--- src/rtl/cmpc_pkg.sv ---
package cmpc_pkg;

    typedef enum logic [1:0] {
        S_OFF  = 2'd0,
        S_AZ   = 2'd1,
        S_EVAL = 2'd2,
        S_CONT = 2'd3
    } cmpc_state_e;

    typedef enum logic [1:0] {
        C_OFF  = 2'd0,
        C_CLK  = 2'd1,
        C_CONT = 2'd2
    } cmpc_cls_e;

    typedef enum logic [1:0] {
        FILT_NONE  = 2'b00,
        FILT_TWO   = 2'b01,
        FILT_THREE = 2'b10,
        FILT_MAJ   = 2'b11
    } cmpc_filt_e;

    typedef struct packed {
        logic       fall_ie;
        logic       rise_ie;
        cmpc_filt_e filt;
        logic       invert;
        logic       hold_req;
        logic       cont_mode;
        logic       enable;
    } cmpc_cfg_t;

    localparam int CFG_W     = $bits(cmpc_cfg_t);
    localparam int RESTART_W = 6;

endpackage

--- src/rtl/cmpc_window.sv ---
module cmpc_window
    import cmpc_pkg::*;
#(
    parameter int MAJ_LEN = 5,
    parameter int MAJ_THR = 3
) (
    input  logic       clk,
    input  logic       rst_n,
    input  logic       flush,
    input  logic       shift,
    input  logic       sample,
    input  cmpc_filt_e filt,
    output logic       dec_ok,
    output logic       dec_val
);

    localparam int CNT_W = $clog2(MAJ_LEN + 1);

    logic [MAJ_LEN-1:0] hist_q;
    logic [MAJ_LEN-1:0] win;
    logic [CNT_W-1:0]   fill_q;
    logic [CNT_W-1:0]   fill_nx;
    logic [CNT_W-1:0]   ones;

    assign win     = {hist_q[MAJ_LEN-2:0], sample};
    assign fill_nx = (fill_q == CNT_W'(MAJ_LEN)) ? fill_q : fill_q + 1'b1;

    always_comb begin
        ones = '0;
        for (int i = 0; i < MAJ_LEN; i++) begin
            ones = ones + CNT_W'(win[i]);
        end
    end

    always_comb begin
        dec_ok  = 1'b0;
        dec_val = win[0];
        unique case (filt)
            FILT_NONE:  dec_ok = 1'b1;
            FILT_TWO:   dec_ok = (fill_nx >= CNT_W'(2)) && (win[1] == win[0]);
            FILT_THREE: dec_ok = (fill_nx >= CNT_W'(3)) && (win[2] == win[1]) && (win[1] == win[0]);
            FILT_MAJ: begin
                dec_ok  = (fill_nx == CNT_W'(MAJ_LEN));
                dec_val = (ones >= CNT_W'(MAJ_THR));
            end
        endcase
    end

    always_ff @(posedge clk or negedge rst_n) begin
        if (!rst_n) begin
            hist_q <= '0;
            fill_q <= '0;
        end else if (flush) begin
            hist_q <= '0;
            fill_q <= '0;
        end else if (shift) begin
            hist_q <= win;
            fill_q <= fill_nx;
        end
    end

    // no sample enters the history outside an evaluation cycle
    assert_hist_hold_R2: assert property (@(posedge clk) disable iff (!rst_n)
        (!flush && !shift) |=> $stable(hist_q));

    // a restart empties the window
    assert_flush_empty_R10: assert property (@(posedge clk) disable iff (!rst_n)
        flush |=> (fill_q == '0));

endmodule

--- src/rtl/cmpc_flags.sv ---
module cmpc_flags #(
    parameter int N_FLAGS = 2
) (
    input  logic               clk,
    input  logic               rst_n,
    input  logic [N_FLAGS-1:0] set_i,
    input  logic [N_FLAGS-1:0] clr_i,
    output logic [N_FLAGS-1:0] flag_o
);

    logic [N_FLAGS-1:0] flag_q;

    for (genvar g = 0; g < N_FLAGS; g++) begin : g_flag
        always_ff @(posedge clk or negedge rst_n) begin
            if (!rst_n) begin
                flag_q[g] <= 1'b0;
            end else if (set_i[g]) begin
                flag_q[g] <= 1'b1;
            end else if (clr_i[g]) begin
                flag_q[g] <= 1'b0;
            end
        end

        // a set in the same cycle as a clear leaves the flag high
        assert_set_wins_R9: assert property (@(posedge clk) disable iff (!rst_n)
            set_i[g] |=> flag_q[g]);

        // without a clear the flag is sticky
        assert_sticky_R8: assert property (@(posedge clk) disable iff (!rst_n)
            (flag_q[g] && !clr_i[g]) |=> flag_q[g]);
    end

    assign flag_o = flag_q;

endmodule

--- src/rtl/cmp_conditioner.sv ---
module cmp_conditioner
    import cmpc_pkg::*;
#(
    parameter int SYNC_STAGES = 1,
    parameter int MAJ_LEN     = 5,
    parameter int MAJ_THR     = 3
) (
    input  logic             clk,
    input  logic             rst_n,
    input  logic             cmp_raw,
    input  logic             sar_busy,
    input  logic             cfg_we,
    input  logic [CFG_W-1:0] cfg_wdata,
    input  logic             clr_we,
    input  logic [1:0]       clr_wdata,
    output logic             cmp_pin,
    output logic             cmp_status,
    output logic             rise_flag,
    output logic             fall_flag,
    output logic             irq
);

    localparam int N_FLAGS = 2;

    cmpc_cfg_t         cfg_q;
    logic              cfg_chg_q;
    logic [SYNC_STAGES-1:0] sync_q;
    logic              cmp_q;
    cmpc_state_e       state_q, state_d;
    cmpc_cls_e         cur_cls, tgt_cls;
    logic              clocked, flush, shift;
    logic              cond_q, primed_q;
    logic              dec_ok, dec_val, edge_hit, edge_up;
    logic [N_FLAGS-1:0] flag_set, flag_clr, flags;

    // input synchroniser, depth chosen by parameter
    if (SYNC_STAGES == 1) begin : g_sync1
        always_ff @(posedge clk or negedge rst_n) begin
            if (!rst_n) sync_q <= '0;
            else        sync_q <= cmp_raw;
        end
    end else begin : g_syncn
        always_ff @(posedge clk or negedge rst_n) begin
            if (!rst_n) sync_q <= '0;
            else        sync_q <= {sync_q[SYNC_STAGES-2:0], cmp_raw};
        end
    end
    assign cmp_q = sync_q[SYNC_STAGES-1];

    // control register
    always_ff @(posedge clk or negedge rst_n) begin
        if (!rst_n) begin
            cfg_q     <= '0;
            cfg_chg_q <= 1'b0;
        end else begin
            cfg_chg_q <= cfg_we && (cfg_wdata[RESTART_W-1:0] != cfg_q[RESTART_W-1:0]);
            if (cfg_we) cfg_q <= cmpc_cfg_t'(cfg_wdata);
        end
    end

    assign clocked = !cfg_q.cont_mode || cfg_q.hold_req || sar_busy;

    always_comb begin
        if (!cfg_q.enable) tgt_cls = C_OFF;
        else if (clocked)  tgt_cls = C_CLK;
        else               tgt_cls = C_CONT;
    end

    always_comb begin
        unique case (state_q)
            S_OFF:        cur_cls = C_OFF;
            S_AZ, S_EVAL: cur_cls = C_CLK;
            S_CONT:       cur_cls = C_CONT;
        endcase
    end

    assign flush = cfg_chg_q || (tgt_cls != cur_cls);
    assign shift = (state_q == S_EVAL) && !flush;

    // next-state logic
    always_comb begin
        state_d = state_q;
        if (flush) begin
            unique case (tgt_cls)
                C_OFF:   state_d = S_OFF;
                C_CLK:   state_d = S_AZ;
                default: state_d = S_CONT;
            endcase
        end else begin
            unique case (state_q)
                S_AZ:    state_d = S_EVAL;
                S_EVAL:  state_d = S_AZ;
                S_OFF:   state_d = S_OFF;
                S_CONT:  state_d = S_CONT;
            endcase
        end
    end

    // state register
    always_ff @(posedge clk or negedge rst_n) begin
        if (!rst_n) state_q <= S_OFF;
        else        state_q <= state_d;
    end

    cmpc_window #(
        .MAJ_LEN (MAJ_LEN),
        .MAJ_THR (MAJ_THR)
    ) u_window (
        .clk     (clk),
        .rst_n   (rst_n),
        .flush   (flush),
        .shift   (shift),
        .sample  (cmp_q),
        .filt    (cfg_q.filt),
        .dec_ok  (dec_ok),
        .dec_val (dec_val)
    );

    // conditioned result per state
    always_ff @(posedge clk or negedge rst_n) begin
        if (!rst_n) begin
            cond_q   <= 1'b0;
            primed_q <= 1'b0;
        end else if (flush) begin
            primed_q <= 1'b0;
            if (tgt_cls == C_OFF) cond_q <= 1'b0;
        end else begin
            unique case (state_q)
                S_OFF:  cond_q <= 1'b0;
                S_CONT: cond_q <= cmp_q;
                S_AZ:   cond_q <= cond_q;
                S_EVAL: begin
                    if (dec_ok) begin
                        cond_q   <= dec_val;
                        primed_q <= 1'b1;
                    end
                end
            endcase
        end
    end

    assign edge_hit = shift && dec_ok && primed_q && (dec_val != cond_q);
    assign edge_up  = dec_val ^ cfg_q.invert;
    assign flag_set = {edge_hit && !edge_up, edge_hit && edge_up};
    assign flag_clr = {clr_we && clr_wdata[1], clr_we && clr_wdata[0]};

    cmpc_flags #(
        .N_FLAGS (N_FLAGS)
    ) u_flags (
        .clk    (clk),
        .rst_n  (rst_n),
        .set_i  (flag_set),
        .clr_i  (flag_clr),
        .flag_o (flags)
    );

    // outputs
    assign rise_flag  = flags[0];
    assign fall_flag  = flags[1];
    assign cmp_status = cond_q;
    assign cmp_pin    = (state_q == S_OFF) ? 1'b0 : (cond_q ^ cfg_q.invert);
    assign irq        = (rise_flag && cfg_q.rise_ie) || (fall_flag && cfg_q.fall_ie);

    // flags only rise after an evaluation cycle of clocked mode
    assert_rise_clk_only_R4: assert property (@(posedge clk) disable iff (!rst_n)
        $rose(rise_flag) |-> $past(state_q == S_EVAL));
    assert_fall_clk_only_R4: assert property (@(posedge clk) disable iff (!rst_n)
        $rose(fall_flag) |-> $past(state_q == S_EVAL));

    // the result holds through an auto-zero cycle
    assert_az_hold_R2: assert property (@(posedge clk) disable iff (!rst_n)
        (state_q == S_AZ && !flush) |=> $stable(cond_q));

    // disabled block keeps its result at zero
    assert_off_quiet_R12: assert property (@(posedge clk) disable iff (!rst_n)
        (state_q == S_OFF && !flush) |=> (!cmp_status && !cmp_pin));

    // no flag rises in the cycle right after a restart
    assert_no_flag_after_flush_R10: assert property (@(posedge clk) disable iff (!rst_n)
        flush |=> !$rose(rise_flag) && !$rose(fall_flag));

endmodule

--- config.mk ---
export PLATFORM = sky130hd
export DESIGN_NAME = cmp_conditioner
export DESIGN_NICKNAME = d
export VERILOG_FILES = /design/src/rtl/cmpc_pkg.sv /design/src/rtl/cmpc_window.sv /design/src/rtl/cmpc_flags.sv /design/src/rtl/cmp_conditioner.sv
export SDC_FILE = /design/constraint.sdc
export NUM_CORES = 1
export LEC_CHECK = 0
export ABC_AREA = 1
export BUFFER_PORTS_ARGS = -buffer_cell sky130_fd_sc_hd__buf_2
export CAP_MARGIN = 15
export CELL_PAD_IN_SITES_DETAIL_PLACEMENT = 0
export CELL_PAD_IN_SITES_GLOBAL_PLACEMENT = 1
export CORE_MARGIN = 10
export CORE_UTILIZATION = 42
export DETAILED_ROUTE_END_ITERATION = 12
export PLACE_DENSITY = 0.85
export SYNTH_ARGS = -nofsm -noshare
export SYNTH_HDL_FRONTEND = slang
export SYNTH_HIERARCHICAL = 1
export SYNTH_SLANG_ARGS = --single-unit
--- constraint.sdc ---
create_clock -name clk -period 2.65 [get_ports clk]
set_input_delay 0.265 -clock clk [delete_from_list [all_inputs] [get_ports clk]]
set_output_delay 0.265 -clock clk [all_outputs]
set_load 0.005 [all_outputs]
==> results by stage, run 1 <==
Clocking:
- The number of buffers created by CTS is 3.
- In this run the deepest clock path goes through 2 buffers.
- Clock-pin slew was measured on the worst setup and hold paths at 0.08 ns.
- The clock tree from TritonCTS is done.
- In this run the clock root is driven by a sky130_fd_sc_hd__clkbuf_8.
- Clock tree synthesis found a total of 23 sinks.
- The total number of H-tree levels is 1.
- The source-to-sink clock delay at the later pin of the worst-skew pair is 0.26 ns.

Timing:
- Setup repair after global routing could not meet its margin everywhere.
- For the pin with the worst max-slew slack, the measured transition is 0.519 ns.
- The post-route setup TNS is 0 ns.
- Counting I/O delays and the setup requirement, the final critical path takes 2.49 ns.
- The share of the clock period used by the worst path after layout is 93.9%.
- The worst-case headroom to the max-slew limit is around 65%.
- The total count of hold-check failures in the final report is 0.
- The max-slew violation total from the final report was 0.
- Timing would allow up to 402 MHz.
- The worst clock skew is 0.00122 ns.
- Final hold analysis gives a worst-case slack of 0.126 ns.
- Setup violations remaining at the end of the flow were counted as 0.

Setup path:
- In this run the worst path has a maximum fanout of 4.
- The dominant cell type by count on the critical path is sky130_fd_sc_hd__inv_1.
- The slowest stage of the critical path belongs to the cell sky130_fd_sc_hd__fa_1.
- In this design, the largest share of critical-path delay is due to adder cells.
- The type of origin of the critical path is a flop.
- The critical path data arrival time is ~2.7 ns.
- The worst reg-to-reg setup slack is 0.16 ns.
- The critical path depth in cells is 13.
- In this design, the stage delay of the slowest critical-path cell is 0.52 ns.
- The count of buffer and inverter cells on the critical path is 3.
- The critical path ends at u_flags/flag_o[0].
- The worst path required time is 2.86 ns.
- STA classifies the critical path endpoint as a flop.
- The critical path is of the reg2reg type.
- The most critical setup path has its startpoint at u_window/hist_q[0].
- The signal on the critical path passes through fa_1 -> inv_1 -> fa_1 -> inv_1 -> ha_1 -> nand3b_1 -> a31oi_4 -> o21ai_2 -> a21oi_2 -> nand3_2 -> nor2_1 -> inv_1 -> nand2_1.
- In this run the critical register-to-register path is captured at u_flags/flag_o[0].
- The startpoint identified for the worst register-to-register timing path is u_window/hist_q[0].
- For the worst flop-to-flop path, the logic depth is 13.

Synth:
- The predominant post-synthesis flop cell is sky130_fd_sc_hd__dfrtp_1.
- Counting flops with a built-in enable in the synthesized netlist gives 0.
- The number of nets produced by synthesis is 236.
- After technology mapping, the gate count stands at 204.
- The part of the Yosys area used for sequential elements is 36.4%.
- In this run, synthesis produced a sequential element count of 23.
- Yosys attributes the largest share of cell area to sky130_fd_sc_hd__dfrtp_1 (36%), sky130_fd_sc_hd__ha_1 (11%), sky130_fd_sc_hd__inv_1 (10%), sky130_fd_sc_hd__nand2_1 (10%), sky130_fd_sc_hd__nor2_1 (4.3%).
- Summing every instance area after synthesis gives 1580 µm².
- The post-synthesis average cell area is 7.75 µm².
- Yosys mapped the design onto 31 distinct sky130hd cell types.
- The area fraction of the dominant cell type after synthesis is 36.4%.
- Of all cell types, the one taking the most synthesized area is sky130_fd_sc_hd__dfrtp_1.
- The async set-or-reset flop fraction in the synthesized netlist is 100%.
- The count of synthesis-stage warnings from yosys is 6.

Detailed routing:
- Detailed routing inserted a total of 1280 vias.
- The count of TritonRoute iterations in the first routing pass is 4.
- For this run, design rule violations remaining after detail routing come to 0.
- Wires add up to 3.10 mm.
- The count of antenna-violating nets left after detailed routing is 0.
- In the routed layout, each cell is associated on average with a via count of between 4 and 5.
- The number of design-rule violations left by the first detailed-router iteration is 28.
- After detailed routing, the average wire length per cell comes to 11.2 µm.

Global route:
- The initial antenna violation count was 0.
- Entering global routing, the biggest net connects 24 pins.
- The overflow left after global routing is 0.
- The number of global-route vias before repair is 1255.
- In the global route stage, overall resource usage came out at 9.92%.
- The wire length of the first global-routing pass is 5.29 mm.

Flow run:
- The tool flagged a number of max-cap violations equal to 0.

Floorplan:
- The initialized floorplan defines 22 standard-cell rows.
- Once the floorplan was initialized, standard cells occupied a little over two fifths of the core.
- The die covers between 6000 and 7000 µm².
- The core area is about 3700 µm².
- The die width is 81.3 µm.
- The number of primary I/O pins is 21.
- The floorplan step set the die height to 81.3 µm.

Run status:
- The flow ran to the end, and the final reports show no timing, DRC or antenna violations.

Cells and area:
- The fill cell total of the finished layout is between 300 and 400.
- The final antenna diode count is 0.
- The final cell area excluding filler cells is between 1500 and 2000 µm².
- The area growth from synthesis to layout is 15.5%.
- The fraction of final layout cells with drive strength greater than 1 is 18.4%.
- The number of nets at the end of the flow is 261.

Place:
- The placed instance area is 1740 µm².
- The detailed-placement wirelength estimate is 2.36 mm.
- Routability-driven placement finished with a final weighted congestion of around 0.76.
- The port buffer count is 20.

Pwr:
- The worst-case IR drop observed on VDD is around 0.19 mV.
- Power spread over the standard cell area amounts to 463 nW/µm².
- Summed over all cells, the static leakage comes to 0.000988 µW.

Worst hold path:
- The classification of the worst-slack hold path is in2reg.
[how the worst min path moves through the flow]
| stage | slack, ns | start | end | cells after the start |
|---|---|---|---|---|
| after floorplan | -0.03 | rst_n | cfg_chg_q | 0 |
| after global placement | 0.28 | rst_n | u_window/fill_q[1] | 1 |
| after detailed placement | 0.28 | rst_n | u_window/fill_q[1] | 1 |
| after CTS | 0.11 | cmp_raw | cmp_q | 1 |
| after global routing | 0.11 | cmp_raw | cmp_q | 1 |
| final | 0.13 | cmp_raw | cmp_q | 1 |
[synth_stat cells (all sizes together) (3+ instances only)]
library cell and count:
o22ai 5, mux2 3, o21ai 14, nand2 45, inv 45, ha 14
dfrtp 23, nand3 14, nor2 20
[cells by family (layout without fill, tap and decap cells)]
kind of cell             count (synthesis)  count (layout)  synth area share (%)
AO/OA/AOI/OAI                           26              26                  9.90
XOR/XNOR                                 3               3                  1.66
multiplexers                             3               3                  2.14
flip-flops                              23              23                  36.4
adder cells (fa/ha/maj)                 16              16                  13.6
buffers and inverters                   47              71                  11.2
AND/OR/NAND/NOR                         86              86                  25.1
[cell type report]
class | instances | area, µm² | area share (%)
flip-flops and latches | 23 | 576 | 31.5
repair buffers | 22 | 118 | 6.44
inverters | 45 | 169 | 9.25
clock buffers | 4 | 45.0 | 2.47
multi-input cells | 134 | 858 | 47.0
well taps | 48 | 60.1 | 3.29
[timing repair]
item | in CTS | in global routing
hold buffers | 1 | 0
endpoints found under the hold margin | 23 | 0
endpoints found under the setup margin | 0 | 2
gates resized for setup | 0 | 6
buffers inserted | 0 | 0
[report_power, final]
part / internal [µW] / leakage (µW) / switching [µW]
Clock: 107 / 0.0000228 / 115
Combinational: 86.9 / 0.000666 / 139
Sequential: 373 / 0.000299 / 23.9
[registers in the layout (all words and copies together), names as in the netlist]
register         count
cmp_status           1
cfg_chg_q            1
state_q              2
cfg_q                8
primed_q             1
cmp_q                1
u_window/hist_q      4
u_flags/flag_o       2
u_window/fill_q      3
[placed cells by master, fill, tap and decap left out, drive strengths merged]
cell type	instances
a31oi	2
dlygate4sd3	1
inv	45
nand3	14
nand3b	1
nor2	20
nand2	45
a21oi	2
o21ai	14
xnor2	2
a22o	2
clkbuf	4
nor4	2
fa	2
buf	21
dfrtp	23
o22ai	5
xor2	1
nand4	2
or2	1
mux2	3
nor3b	1
o31ai	1
ha	14
[per-layer routing]
layer	track usage [%]	routed length, µm
met1	12.6	1480
met2	15.3	1380
met3	3.20	207
met4	3.63	36
met5	0	0
[per-stage QoR]
stage / std cells / total power, µW / setup WS (ns) / util, %
after floorplan: 204 / 558 / 0.237 / -
after global routing: 276 / 913 / -0.0479 / 49.9
after CTS: 276 / 850 / 0.115 / 49.0
final: 276 / 845 / 0.161 / 49.9
after detailed placement: 271 / 620 / 0.147 / 47.5
after global placement: 271 / 619 / 0.195 / 47.5
No activity file was read; power rests on OpenSTA's default activity.
==> run 2, diff against run 1 <==
==> constraint.sdc (replaced) <==
create_clock -name clk -period 2.65 [get_ports clk]
set_input_delay 0.795 -clock clk [delete_from_list [all_inputs] [get_ports clk]]
set_output_delay 0.795 -clock clk [all_outputs]
set_load 0.005 [all_outputs]
==> results by stage, run 2 (synthesis results as in run 1) <==
Cells and area:
- The number of nets at the end of the flow is 260 (-0.38%).
- The flip-flop count of the largest register after layout is 8 (unchanged).
- The largest registers in the layout are cfg_q (8), u_window/hist_q (4), u_window/fill_q (3).
- The fill cell total of the finished layout is 352 (unchanged).
- Leaving out fill and tap cells, the most frequent cell in the layout is sky130_fd_sc_hd__inv_1.
- The register bank with the most flops is cfg_q.
- The library cells used most frequently in the layout, excluding fill and tap cells, are sky130_fd_sc_hd__inv_1 (44), sky130_fd_sc_hd__nand2_1 (43), sky130_fd_sc_hd__dfrtp_1 (23).
- The fraction of final layout cells with drive strength greater than 1 is 18.5% (+0.081 points).
- The area growth from synthesis to layout is 14.9%.
- The utilization after layout was 49.6% (-0.27 points).
- The final antenna diode count came to 0 (unchanged).
- The final cell area excluding filler cells is 1820 µm² (-0.55%).

Detailed routing:
- The post-route DRC violation count is 0 (unchanged).
- The average via count per standard cell is 4.63 (-0.11%).
- The total wire length after detailed routing was 3.12 mm (+0.45%).
- The number of vias after detailed routing came to 1274 (-0.47%).
- The count of antenna-violating nets left after detailed routing is 0 (unchanged).
- The routed wire length per instance is 11.3 µm (+0.82%).
- The number of design-rule violations left by the first detailed-router iteration is 30 (+7.1%).
- The count of TritonRoute iterations in the first routing pass is 4 (unchanged).

Setup path:
- The length in cells of the worst reg-to-reg path is 13 (unchanged).
- The peak fanout along the critical path was 4 (unchanged).
- The nature of the critical path endpoint is a flop.
- The worst reg-to-reg setup slack is 0.16 ns (about the same).
- Traced cell by cell, the critical path runs through fa_1 -> inv_1 -> fa_1 -> inv_1 -> ha_1 -> nand3b_1 -> a31oi_4 -> o21ai_2 -> a21oi_2 -> nand3_2 -> nor2_1 -> inv_1 -> nand2_1.
- The worst flop-to-flop path endpoint is u_flags/flag_o[0].
- The worst path required time is 2.86 ns (about the same).
- Among the stages of the critical path, the cell type that occurs most often is sky130_fd_sc_hd__inv_1.
- The delay of the slowest cell on the worst path is 0.54 ns (+0.02 ns).
- The critical path data arrival time came to 2.70 ns (about the same).
- The critical path class is reg2reg.
- The cell with the largest stage delay on the worst path is sky130_fd_sc_hd__fa_1.
- The worst setup path is launched from a flop.
- The worst flop-to-flop path startpoint is cmp_q.

Clocking:
- The clock-pin slew on the worst setup and hold paths is 0.08 ns (about the same).
- The number of buffers created by CTS was 3 (unchanged).
- The clock root buffer is sky130_fd_sc_hd__clkbuf_8.
- The number of hold buffers added after cts is 0 (-1).
- The total number of H-tree levels is 1 (unchanged).
- The CTS sink count is 23 (unchanged).
- The maximum buffer depth of the clock tree is 2 (unchanged).
- The source-to-sink clock delay at the later pin of the worst-skew pair is 0.26 ns (about the same).
- TritonCTS built the clock tree.

Timing:
- The setup-violating endpoint count in the final report is 0 (unchanged).
- The maximum clock rate was 402 MHz (about the same).
- The max-slew violation total from the final report is 0 (unchanged).
- The post-route setup TNS is 0 ns (unchanged).
- The share of the clock period used by the worst path after layout is 93.9% (about the same).
- The worst-case headroom to the max-slew limit is 65.4% (about the same).
- Setup repair after global routing could not meet its margin everywhere.
- The clock period minus final worst setup slack is 2.49 ns (-0.000135 ns).
- The total count of hold-check failures in the final report is 0 (unchanged).
- The worst clock skew is 0.00123 ns (+0.00000860 ns).
- The slew at the pin closest to its max-slew limit is 0.519 ns (-0.000411 ns).

Pwr:
- The worst-case vdd ir drop was 0.186 mV (+0.22%).
- The overall power after layout is 843 µW (-0.17%).
- The leakage dissipation is 0.000984 µW (-0.42%).
- The power density over cell area is 464 nW/µm² (+0.38%).

Floorplan:
- The height of the die was 81.3 µm (unchanged).
- The die width is 81.3 µm (unchanged).
- The initial core utilization is 43.2% (unchanged).
- The number of primary I/O pins was 21 (unchanged).
- The number of rows in the core area is 22 (unchanged).
- The area of the die was 6620 µm² (unchanged).
- The core area was 3660 µm² (unchanged).

Global route:
- The largest net degree at the start of global routing came to 24 (unchanged).
- The wire length of the first global-routing pass is 5.26 mm (-0.40%).
- The initial antenna violation count is 0 (unchanged).
- The overflow left after global routing is 0 (unchanged).
- The overall fraction of global-route tracks in use is 9.90% (-0.023 points).
- The number of global-route vias before repair is 1249 (-0.48%).

Run status:
- The flow ran to the end, and the final reports show no timing, DRC or antenna violations.

Place:
- The placed instance area is 1740 µm² (unchanged).
- The port buffer count is 20 (unchanged).
- The final weighted congestion in routability-driven placement came to 0.761 (unchanged).
- The detailed-placement wirelength estimate is 2.36 mm (unchanged).

Flow run:
- The total of max-cap violations is 0 (unchanged).

Worst hold path:
- The classification of the worst-slack hold path is in2async.
## run 2: cell types whose count changed in the layout (fill, tap and decap cells not counted), sizes merged
cell	delta
dlygate4sd3	-1
## run 2: layer usage
metal	GRT usage [%]	vias to the layer above	share of wire, %
met3	3.20	4	6.3
met1	12.5	560	48
met4	3.63	0	1.2
met2	15.3	26	44
li1	-	684	-
met5	0	-	0
## run 2: power breakdown
part | total [µW] | internal [µW] | switching (µW)
clock network | 221 | 107 | 114
registers | 397 | 373 | 23.9
logic | 225 | 86.0 | 139
## run 2: worst max-delay path, delay by kind of cell (launching register included)
| family | cells | cell delay [ns] |
|---|---|---|
| AOI/OAI and AO/OA | 3 | 0.50 |
| buffers and inverters | 3 | 0.17 |
| DFF | 1 | 0.41 |
| and+or+nand+nor | 4 | 0.34 |
| adders and majority gates | 3 | 1.01 |
## run 2: through the flow
step | cells | setup WS, ns | hold slack [ns]
after detailed placement | 271 | 0.147 | 0.471
after global routing | 275 | -0.0480 | 0.530
after floorplan | 204 | 0.237 | 0.443
after global placement | 271 | 0.195 | 0.472
final | 275 | 0.162 | 0.494
after CTS | 275 | 0.115 | 0.496
## run 2: layout make-up
class / instances / area (µm²) / area share, %
Tap cell: 48 / 60.1 / 3.31
Multi-Input combinational cell: 134 / 858 / 47.3
Timing Repair Buffer: 21 / 108 / 5.93
Clock buffer: 4 / 45.0 / 2.48
Sequential cell: 23 / 576 / 31.7
Inverter: 45 / 169 / 9.30
## run 2: worst max-delay path by stage
stage	from	endpoint	slack [ns]
after detailed placement	u_window/hist_q[0]	u_flags/flag_o[0]	0.15
after global placement	u_window/hist_q[0]	u_flags/flag_o[1]	0.20
after CTS	u_window/hist_q[0]	u_flags/flag_o[1]	0.12
final	cmp_q	u_flags/flag_o[0]	0.16
after floorplan	cmp_q	u_flags/flag_o[0]	0.24
after global routing	u_window/hist_q[0]	u_flags/flag_o[0]	-0.05
## run 2: timing repair
item	in CTS	in global routing
endpoints found under the setup margin	0	2
gates resized for setup	0	6
setup buffers	0	0
==> run 3, diff against run 2 <==
--- a/config.mk
+++ b/config.mk
@@ -10,7 +10,6 @@
 export CAP_MARGIN = 15
 export CELL_PAD_IN_SITES_DETAIL_PLACEMENT = 0
 export CELL_PAD_IN_SITES_GLOBAL_PLACEMENT = 1
-export CORE_MARGIN = 10
 export CORE_UTILIZATION = 42
 export DETAILED_ROUTE_END_ITERATION = 12
 export PLACE_DENSITY = 0.85
==> results by stage, run 3 (synthesis results as in run 1) <==
Place:
- The final weighted congestion in routability-driven placement is 0.805 (+5.8%).
- The port buffer count is 20 (unchanged).
- The worst-case setup slack after placement is 0.118 ns (-0.0287 ns).
- The detailed-placement wirelength estimate is 2.27 mm (-4.1%).

Timing:
- The slew at the pin closest to its max-slew limit was 0.531 ns (+0.0123 ns).
- Setup repair after global routing left no endpoint under its margin.
- The worst clock skew is 0.00130 ns (+0.0000676 ns).
- The worst-case headroom to the max-slew limit was 64.6% (-0.82 points).
- The setup-violating endpoint count in the final report is 0 (unchanged).
- The max-slew violation total from the final report is 0 (unchanged).
- The share of the clock period used by the worst path after layout is 94.4% (+0.54 points).
- The post-route setup TNS is 0 ns (unchanged).
- The total count of hold-check failures in the final report is 0 (unchanged).
- The maximum clock rate is 400 MHz (-0.57%).
- The clock period minus final worst setup slack is 2.50 ns (+0.0142 ns).
- The smallest setup slack after layout came to 0.147 ns (-0.0142 ns).

Floorplan:
- The height of the die is 63.3 µm (-22%).
- The number of rows in the core area is 21 (-4.5%).
- The number of primary I/O pins came to 21 (unchanged).
- The initial core utilization is 45.6% (+2.4 points).
- The core area is 3470 µm² (-5.3%).
- The die width is 63.3 µm (-22%).
- The area of the die is 4010 µm² (-39%).

Setup path:
- The length in cells of the worst reg-to-reg path is 13 (unchanged).
- The critical path class is reg2reg.
- The critical path data arrival time is 2.67 ns (-0.03 ns).
- The worst path required time is 2.82 ns (-0.04 ns).
- The worst register-to-register path ends at cmp_status.
- The worst flop-to-flop path startpoint is u_window/hist_q[0].
- The type of origin of the critical path is a flop.
- The worst reg-to-reg setup slack is 0.15 ns (about the same).
- The peak fanout along the critical path is 4 (unchanged).
- The nature of the critical path endpoint is a flop.

Clocking:
- The clock-pin slew on the worst setup and hold paths is 0.08 ns (about the same).
- The source-to-sink clock delay at the later pin of the worst-skew pair was 0.27 ns (about the same).
- The CTS sink count came to 23 (unchanged).
- The maximum buffer depth of the clock tree is 2 (unchanged).
- The clock root buffer is sky130_fd_sc_hd__clkbuf_8.
- The total number of H-tree levels came to 1 (unchanged).
- The number of buffers created by CTS came to 3 (unchanged).
- The clock tree from TritonCTS is done.

Detailed routing:
- The number of vias after detailed routing is 1294 (+1.6%).
- The routed wire length per instance is 10.4 µm (-8.3%).
- The average via count per standard cell is 4.67 (+0.84%).
- The post-route DRC violation count is 0 (unchanged).
- The number of design-rule violations left by the first detailed-router iteration is 58 (+93%).
- The total wire length after detailed routing is 2.88 mm (-7.6%).
- The count of TritonRoute iterations in the first routing pass is 4 (unchanged).
- The count of antenna-violating nets left after detailed routing was 0 (unchanged).

Global route:
- The number of global-route vias before repair is 1221 (-2.2%).
- The overall fraction of global-route tracks in use was 16.2% (+6.3 points).
- The wire length of the first global-routing pass came to 5.12 mm (-2.8%).
- The initial antenna violation count is 0 (unchanged).
- The overflow left after global routing came to 0 (unchanged).
- The largest net degree at the start of global routing is 24 (unchanged).

Cells and area:
- The register bank with the most flops is cfg_q.
- The utilization after layout is 53.0% (+3.4 points).
- The number of nets at the end of the flow is 264 (+1.5%).
- The largest registers in the layout are cfg_q (8), u_window/hist_q (4), u_window/fill_q (3).
- The top cell types in the final layout, fill and taps aside, are sky130_fd_sc_hd__inv_1 (43), sky130_fd_sc_hd__nand2_1 (43), sky130_fd_sc_hd__dfrtp_1 (23).
- The fraction of final layout cells with drive strength greater than 1 is 20.3% (+1.8 points).
- The area growth from synthesis to layout is 16.2%.
- The flip-flop count of the largest register after layout is 8 (unchanged).
- The final antenna diode count came to 0 (unchanged).

Pwr:
- The power density over cell area came to 455 nW/µm² (-1.9%).
- The leakage dissipation is 0.000996 µW (+1.2%).
- The worst-case vdd ir drop is 0.241 mV (+29%).

Run status:
- The flow ran to the end, and the final reports show no timing, DRC or antenna violations.

Worst hold path:
- The classification of the worst-slack hold path is in2async.

Flow run:
- The total of max-cap violations is 0 (unchanged).
run 3: layout make-up:
cell class,count,area (µm²)
Timing Repair Buffer,25,138
Inverter,45,169
Multi-Input combinational cell,134,852
Tap cell,46,57.6
Clock buffer,4,45.0
Sequential cell,23,576
Fill cell,355,1630
run 3: what timing repair did:
| item | in CTS | in global routing |
|---|---|---|
| endpoints found under the setup margin | 0 | 3 |
| gates resized for setup | 0 | 7 |
| buffers inserted | 0 | 4 |
| hold buffers | 0 | 0 |
run 3: how the worst max path moves through the flow:
stage                       start                 to  depth (start not counted)  slack, ns
6_report       u_window/hist_q[0]         cmp_status                         13       0.15
3_5_place_dp   u_window/hist_q[0]  u_flags/flag_o[0]                         13       0.12
4_1_cts        u_window/hist_q[0]  u_flags/flag_o[0]                         13       0.11
3_3_place_gp                cmp_q  u_flags/flag_o[1]                         13       0.19
2_1_floorplan               cmp_q  u_flags/flag_o[0]                         13       0.24
5_1_grt                     cmp_q         cmp_status                         13       0.01
run 3: critical path, stage by stage, from the launching register on:
cell and delay (ns):
sky130_fd_sc_hd__dfrtp_1 0.43, sky130_fd_sc_hd__fa_1 0.51, sky130_fd_sc_hd__inv_1 0.05, sky130_fd_sc_hd__fa_2 0.33
sky130_fd_sc_hd__inv_2 0.06, sky130_fd_sc_hd__ha_1 0.22, sky130_fd_sc_hd__nand3b_1 0.13, sky130_fd_sc_hd__a31oi_4 0.12
sky130_fd_sc_hd__buf_4 0.15, sky130_fd_sc_hd__a22o_1 0.18, sky130_fd_sc_hd__inv_1 0.06, sky130_fd_sc_hd__nor2_2 0.04
sky130_fd_sc_hd__nand3_1 0.07, sky130_fd_sc_hd__nand2_1 0.05
run 3: layer usage:
metal / share of wire [%] / global-route usage, %
met1: 54 / 22.3
met2: 42 / 25.9
met3: 2.5 / 2.72
met4: 1.2 / 5.11
met5: 0 / 0
run 3: power breakdown:
part | internal, µW | switching (µW)
logic | 87.5 | 135
registers | 373 | 23.8
clock network | 107 | 109
total | 568 | 269
run 3: per-stage QoR:
stage	power [µW]	hold slack, ns	std cells	cell area [µm²]
2_1_floorplan	558	0.443	204	1580
3_3_place_gp	618	0.470	269	1740
3_5_place_dp	617	0.475	269	1740
4_1_cts	841	0.494	273	1780
5_1_grt	905	0.530	277	1840
6_report	837	0.500	277	1840
